==> config.mk <==
export PLATFORM = sky130hd
export DESIGN_NAME = bootblk_guard
export DESIGN_NICKNAME = d
export VERILOG_FILES = /design/src/rtl/bootblk_pkg.sv /design/src/rtl/bootblk_decode.sv /design/src/rtl/bootblk_lockbank.sv /design/src/rtl/bootblk_gate.sv /design/src/rtl/bootblk_guard.sv
export SDC_FILE = /design/constraint.sdc
export NUM_CORES = 1
export LEC_CHECK = 0
export BUFFER_PORTS_ARGS = -buffer_cell sky130_fd_sc_hd__buf_2
export CORE_ASPECT_RATIO = 0.9
export CORE_UTILIZATION = 55
export CTS_BUF_LIST = sky130_fd_sc_hd__clkbuf_2
export CTS_CLUSTER_DIAMETER = 30
export DETAILED_ROUTE_END_ITERATION = 12
export PLACE_DENSITY = 0.83
export SLEW_MARGIN = 25
export SYNTH_ARGS = -nofsm -noshare
export SYNTH_HDL_FRONTEND = slang
export SYNTH_HIERARCHICAL = 1
export SYNTH_SLANG_ARGS = --single-unit
==> constraint.sdc <==
create_clock -name clk -period 6.35 [get_ports clk]
set_input_delay 0 -clock clk [delete_from_list [all_inputs] [get_ports clk]]
set_output_delay 0 -clock clk [all_outputs]
set_load 0.05 [all_outputs]
==> src/rtl/bootblk_pkg.sv <==
package bootblk_pkg;
    localparam int ADDR_W   = 19;
    localparam int NUM_BLK  = 19;
    localparam int BLK_W    = $clog2(NUM_BLK);
    localparam int BIG_LSB  = 15;               // 32K-word blocks
    localparam int MID_BIT  = 14;               // 16K-word block
    localparam int PAR_BIT  = 13;               // parameter pair region
    localparam int PSEL_BIT = 12;               // selects between parameter blocks
    localparam int BIG_BASE = 3;                // index offset of first 32K block minus one
    localparam logic [BLK_W-1:0] LAST_IDX = BLK_W'(NUM_BLK - 1);

    typedef logic [ADDR_W-1:0] waddr_t;
    typedef logic [BLK_W-1:0]  bidx_t;

    typedef enum logic { OP_PROG = 1'b0, OP_ERASE = 1'b1 } op_e;

    typedef struct packed {
        logic valid;
        logic allow;
        op_e  op;
    } rsp_t;

    // index for the bottom-boot arrangement
    function automatic bidx_t bottom_idx(input waddr_t a);
        bidx_t r;
        if (a[ADDR_W-1:BIG_LSB] != '0)
            r = BLK_W'(a[ADDR_W-1:BIG_LSB]) + BLK_W'(BIG_BASE);
        else if (a[MID_BIT])
            r = BLK_W'(3);
        else if (a[PAR_BIT])
            r = a[PSEL_BIT] ? BLK_W'(2) : BLK_W'(1);
        else
            r = '0;
        return r;
    endfunction

    function automatic bidx_t map_idx(input waddr_t a, input bit top);
        return top ? (LAST_IDX - bottom_idx(~a)) : bottom_idx(a);
    endfunction
endpackage

==> src/rtl/bootblk_decode.sv <==
module bootblk_decode
    import bootblk_pkg::*;
#(
    parameter bit TOP_BOOT = 1'b0
) (
    input  logic   clk,
    input  logic   rst,
    input  waddr_t addr_i,
    output bidx_t  idx_o
);
    always_comb idx_o = map_idx(addr_i, TOP_BOOT);

    assert_idx_range_R1: assert property (@(posedge clk) disable iff (rst)
        idx_o <= LAST_IDX);
endmodule

==> src/rtl/bootblk_lockbank.sv <==
module bootblk_lockbank
    import bootblk_pkg::*;
(
    input  logic               clk,
    input  logic               rst,
    input  bidx_t              idx_i,
    input  logic               bypass_i,
    input  logic               erase_done_i,
    input  logic               lock_set_i,
    output logic [NUM_BLK-1:0] unlocked_o
);
    generate
        for (genvar i = 0; i < NUM_BLK; i++) begin : g_bit
            logic hit;
            assign hit = (idx_i == BLK_W'(i)) && bypass_i;
            always_ff @(posedge clk) begin
                if (rst)
                    unlocked_o[i] <= 1'b1;
                else if (hit && erase_done_i)
                    unlocked_o[i] <= 1'b1;
                else if (hit && lock_set_i)
                    unlocked_o[i] <= 1'b0;
            end
        end
    endgenerate

    assert_reset_open_R3: assert property (@(posedge clk)
        rst |=> (unlocked_o == {NUM_BLK{1'b1}}));

    assert_lock_only_bypassed_R4: assert property (@(posedge clk) disable iff (rst)
        !(lock_set_i && bypass_i) |=>
            ($countones(unlocked_o) >= $countones($past(unlocked_o))));

    assert_unlock_only_bypassed_R7: assert property (@(posedge clk) disable iff (rst)
        !(erase_done_i && bypass_i) |=>
            ($countones(unlocked_o) <= $countones($past(unlocked_o))));
endmodule

==> src/rtl/bootblk_gate.sv <==
module bootblk_gate
    import bootblk_pkg::*;
(
    input  logic clk,
    input  logic rst,
    input  logic req_valid_i,
    input  op_e  req_op_i,
    input  logic bypass_i,
    input  logic unlocked_i,
    output rsp_t rsp_o
);
    always_ff @(posedge clk) begin
        if (rst) begin
            rsp_o <= '{valid: 1'b0, allow: 1'b0, op: OP_PROG};
        end else begin
            rsp_o.valid <= req_valid_i;
            rsp_o.allow <= req_valid_i && (bypass_i || unlocked_i);
            rsp_o.op    <= req_op_i;
        end
    end

    assert_deny_locked_R5: assert property (@(posedge clk) disable iff (rst)
        (req_valid_i && !bypass_i && !unlocked_i) |=> (rsp_o.valid && !rsp_o.allow));

    assert_bypass_allows_R6: assert property (@(posedge clk) disable iff (rst)
        (req_valid_i && bypass_i) |=> rsp_o.allow);

    assert_resp_follows_R8: assert property (@(posedge clk) disable iff (rst)
        req_valid_i |=> rsp_o.valid);

    assert_idle_quiet_R9: assert property (@(posedge clk) disable iff (rst)
        !req_valid_i |=> (!rsp_o.valid && !rsp_o.allow));
endmodule

==> src/rtl/bootblk_guard.sv <==
module bootblk_guard
    import bootblk_pkg::*;
#(
    parameter bit TOP_BOOT = 1'b0
) (
    input  logic        clk,
    input  logic        rst,
    input  logic [18:0] addr,
    input  logic        req_valid,
    input  logic        req_erase,
    input  logic        wp_n,
    input  logic        hv_ovr,
    input  logic        erase_done,
    input  logic        lock_set,
    output logic [4:0]  blk_idx,
    output logic        rsp_valid,
    output logic        rsp_allow,
    output logic        rsp_erase
);
    bidx_t              idx;
    logic               bypass;
    logic [NUM_BLK-1:0] unlocked;
    rsp_t               rsp;
    op_e                op;

    assign bypass = wp_n | hv_ovr;
    assign op     = req_erase ? OP_ERASE : OP_PROG;

    bootblk_decode #(.TOP_BOOT(TOP_BOOT)) u_dec (
        .clk    (clk),
        .rst    (rst),
        .addr_i (addr),
        .idx_o  (idx)
    );

    bootblk_lockbank u_lock (
        .clk          (clk),
        .rst          (rst),
        .idx_i        (idx),
        .bypass_i     (bypass),
        .erase_done_i (erase_done),
        .lock_set_i   (lock_set),
        .unlocked_o   (unlocked)
    );

    bootblk_gate u_gate (
        .clk         (clk),
        .rst         (rst),
        .req_valid_i (req_valid),
        .req_op_i    (op),
        .bypass_i    (bypass),
        .unlocked_i  (unlocked[idx]),
        .rsp_o       (rsp)
    );

    assign blk_idx   = idx;
    assign rsp_valid = rsp.valid;
    assign rsp_allow = rsp.allow;
    assign rsp_erase = (rsp.op == OP_ERASE);
endmodule

# Yosys cells after proc, flatten, opt, wreduce, memory -nomap -nowiden
# Cells that the tools add are included.
# classes
n_reduce_logical	80
bitwise_logic	1
add_sub_neg	1
n_lt_le_gt_ge	1
mux	7
n_eq_ne	18
# op_table
operator	count
logical AND 1 bit	58
== test 5 x 4 -> 1 bit (second input constant)	8
OR reduction 2 bit	19
== test 5 x 3 -> 1 bit (second input constant)	4
== test 5 bit (second input constant)	3
2-to-1 mux 5 bit	3
== test 5 x 2 -> 1 bit (second input constant)	2
< comparator 5 x 6 -> 1 bit (second input constant)	1
adder 4 x 2 -> 5 bit (second input constant)	1
binary-select mux 1 bit (select 5 bit)	1
== test 5 x 1 -> 1 bit (second input constant)	1
logical NOT 5 bit	1
nonzero test 4 bit	1
2-to-1 mux 1 bit	2
2-to-1 mux 2 bit	1
logical OR 1 bit	1
bitwise OR 1 bit	1
# totals
in_bits	27
reg_bits	22
word_cells	130
out_inout_bits	8

# Longest topological paths before layout
# logic_depth
depth_word	8
mapped_depth	10
ltp_nobuf	10

# Cells and area by module
# The synthesis kept the hierarchy.
# by_module_without_submodules
module	area_per_inst_um2	n_inst	cells_per_inst
bootblk_lockbank	914.6	1	89
bootblk_guard	207.7	1	24
bootblk_decode	101.3	1	15
bootblk_gate	82.6	1	6

# Least setup slack after synthesis
# Ideal clock, no wire load.
# synth_timing
path_type	input port to flip-flop
start	input port addr[15]
end	register u_lock.unlocked_o[10]
slack_ns	3.576
n_path_buf	2
setup_ns	0.122
required_time_ns	6.228
stages	9
arrival_ns	2.652
cell_sequence	inv_1 ha_1 nor3b_4 mux2i_1 buf_6 and4bb_1 buf_4 nand4b_1 a221o_1
# synth_between
elab_chain_len	6
elab_cells_between_ends	8
# synth_lines
element	line	text
from (decl)	bootblk_guard.sv:8	input logic [18:0] addr,
adder 4 x 2 -> 5 bit or nonzero test 4 bit (tied branches)	bootblk_pkg.sv:27, bootblk_pkg.sv:26	
2-to-1 mux 5 bit *	bootblk_pkg.sv:26	if (a[ADDR_W-1:BIG_LSB] != '0)
net blk_idx[1]	bootblk_guard.sv:15	output logic [4:0] blk_idx,
== test 5 x 4 -> 1 bit *	bootblk_lockbank.sv:15	assign hit = (idx_i == BLK_W'(i)) && bypass_i;
logical AND 1 bit *	bootblk_lockbank.sv:15	
logical AND 1 bit	bootblk_lockbank.sv:19	else if (hit && erase_done_i)
OR reduction 2 bit (no line)	-	
to (signal, indexed assignment)	bootblk_lockbank.sv:18	unlocked_o[i] <= 1'b1;
to (signal, indexed assignment)	bootblk_lockbank.sv:20	unlocked_o[i] <= 1'b1;
to (signal, indexed assignment)	bootblk_lockbank.sv:22	unlocked_o[i] <= 1'b0;
to (decl)	bootblk_lockbank.sv:10	output logic [NUM_BLK-1:0] unlocked_o
# The timed path passes the listed nets; every way through them passes the cells marked *.
# A chain may end at the register's enable or synchronous reset.

# Worst setup path after layout
# layout_timing
start	input port addr[15]
end	register u_gate/rsp_o[1] (netlist bit)
# layout_between
elab_chain_len	6
elab_cells_between_ends	7
# layout_lines
element	line	text
adder 4 x 2 -> 5 bit or nonzero test 4 bit (tied branches)	bootblk_pkg.sv:27, bootblk_pkg.sv:26	
2-to-1 mux 5 bit *	bootblk_pkg.sv:26	
binary-select mux 1 bit (select 5 bit) *	bootblk_guard.sv:52	.unlocked_i (unlocked[idx]),
2-to-1 mux 1 bit (not written as such) *	bootblk_guard.sv:52	
logical OR 1 bit *	bootblk_gate.sv:17	rsp_o.allow <= req_valid_i && (bypass_i || unlocked_i);
logical AND 1 bit *	bootblk_gate.sv:17	
to (signal assigned)	bootblk_gate.sv:14	rsp_o <= '{valid: 1'b0, allow: 1'b0, op: OP_PROG};
to (decl)	bootblk_gate.sv:10	output rsp_t rsp_o
# Every way passes the cells marked *; elsewhere a longest branch is shown, timed or not. The select of a mux whose other input is x is not followed.

==> metrics.txt <==
clock slew at reported path FFs=0.22 ns; # diodes=0; hold slack final=0.0114 ns; total number of vias=1197; Synth Area per Inst=between 9 and 10 um2; gr ovfl total=0; final worst-path cycle share=28.9%; count leader, synth=dfxtp_1; CTS tree=yes; post-synthesis sequential area ratio=33.7%; Starting Density=59.3%; Max Freq=0.545 GHz; Seq cells post-synth=22; Multi-input gate area=785 um2; VDD IR max=about 250 uV; Sequential cell area=440 um2; DP Cell Count=176; Avg Vias per Cell=~6.6; Overall Global Routing Usage=about 27%; max-cap violations=0; max-slew violations=0; Layout area overhead=13.2%; Die ar.=between 2000 and 3000 um2; Synth top area share=33.7%; Setup TNS Final=0 ns; Worst Setup End Kind=register; top post-synthesis cells by area=dfxtp_1, a221o_1, mux2i_1, nand4b_1, a21oi_1; Final Net Count=184; Final GP Congestion=0.803; Cells after Synth=134; clk root buf=clkbuf_2; row count=16; clock sink total=22; Final Hold Viols=0; Max FO, Critical Path=16; Post-CTS Hold Buffers=2; H-tree levels=1; top_reg_cell synth=dfxtp_1; TritonRoute pass-1 iters=4; largest net degree at the start of global routing=22; setup bufs post-CTS=0; number of CTS-inserted buffers=3; final non-filler cell total=approximately 180; Die H=48.2 um; initial antenna violation count=0; Slew headroom=between 40% and 50%; First DRT Iteration DRCs=39; Total Wirelength=3.12 mm; worst min-delay path class=in2reg; power per cell area=222 nW/um2; IO Count=35; CTS Buffer Depth=2; min Tclk post-route=1.83 ns; critical path type=in2reg; RSZ-0062 raised after global routing=no; Req. time, crit path=6.64 ns; hold depth=2; Filler cells=around 190; Residual DRC=0; core area=2200 um2; clock skew=0.0154 ns; Worst Tran Pin Value=approximately 0.78 ns; first-pass GRT wire length=4.94 mm; outcome=completed; Synth top cells by count=dfxtp_1, a221o_1, nand2_1; area leader, netlist=dfxtp_1; Leak Pwr=0.000593 uW; R2R depth=4; critical path launch point type=input port; number of synthesized flops with an enable pin=0; input/output buffers=22; async set-or-reset flop fraction in the synthesized netlist=0%; cts repair resizes=0; share of post-route cells with drive strength above 1=24.5%; Post-DRT Antenna Nets=0; vias in the first global route=1081; library cells used by synthesis=42; Mapped Area=between 1000 and 1500 um2; yosys warns=6; die width=approximately 53 um; hpwl dp=2.11 mm; Syn Nets=around 160; Setup violations, final=0; Worst EP arrival=2.13 ns; Clk Latency, worst-skew pair=0.36 ns; DR WL/cell=17.1 um
worst paths after layout:
check	startpoint	endpoint	slack [ns]
setup / recovery	addr[15]	u_gate/rsp_o[1]	4.52
hold / removal	rst	u_gate/rsp_o[0]	0.01
setup reg to reg	u_lock/unlocked_o[8]	u_gate/rsp_o[1]	4.96
hold reg to reg	u_lock/unlocked_o[4]	u_lock/unlocked_o[4]	0.49
report_power, final:
| part | internal, uW | switching (uW) |
|---|---|---|
| Clock | 54.3 | 46.1 |
| Sequential | 142 | 1.74 |
| Combinational | 29.6 | 55.0 |
area by class of cell:
class | count | area share [%]
Multi-Input combinational cell | 97 | 53.0
Sequential cell | 22 | 29.8
Timing Repair Buffer | 28 | 10.8
Tap cell | 27 | 2.28
Clock inverter | 1 | 2.03
Clock buffer | 3 | 1.02
Inverter | 4 | 1.02
kinds of logic (layout without fill, tap and decap cells):
group / Yosys count / after routing / synth area share, %
flops: 22 / 22 / 33.7
compound gates: 36 / 36 / 22.0
xor+xnor: 2 / 2 / 1.34
simple gates: 49 / 49 / 27.9
fa+ha+maj: 1 / 1 / 0.958
buf+inv: 15 / 36 / 6.80
mux: 9 / 9 / 7.28
state kept, by name, indices dropped and copies added, names as in the netlist:
signal	cells
u_lock/unlocked_o	19
u_gate/rsp_o	3
placed cells by master, fill, tap and decap left out, drive strengths merged, types with 2 or more instances in the layout:
master,synthesis,final
and3b,3,3
a221o,14,14
dfxtp,22,22
nor2,4,4
mux2i,8,8
nor3b,3,3
nand3,3,3
nand4b,7,7
nand3b,2,2
inv,4,4
a21oi,7,7
nand4,5,5
nand2,9,9
and4bb,3,3
xnor2,2,2
a22oi,2,2
dlygate4sd3,0,2
o21ai,5,5
nor2b,4,4
clkbuf,2,3
buf,9,26
metrics by stage:
step / power (uW) / utilization [%] / setup slack (ns) / area [um2]
2_1_floorplan: 211 / - / 3.58 / 1310
3_3_place_gp: 226 / 64.2 / 4.22 / 1410
3_5_place_dp: 228 / 64.2 / 4.13 / 1410
4_1_cts: 329 / 67.2 / 4.53 / 1480
5_1_grt: 342 / 67.2 / 4.38 / 1480
6_report: 329 / 67.2 / 4.52 / 1480
critical path, cell delays in order:
cell	delay [ns]
buf_2	0.10
inv_1	0.06
ha_1	0.26
xnor2_2	0.43
buf_4	0.32
mux2_4	0.32
o311ai_1	0.26
o211ai_1	0.16
o21a_1	0.21
layer usage:
layer  up-vias  global-route usage (%)  wire [um]
li1        571                       -          -
met1       567                    33.0       1360
met2        53                    47.8       1490
met3         6                    7.48        214
met4         0                    10.0         54
met5         -                       0          0
Note: power is estimated with default switching activity, not from simulation.
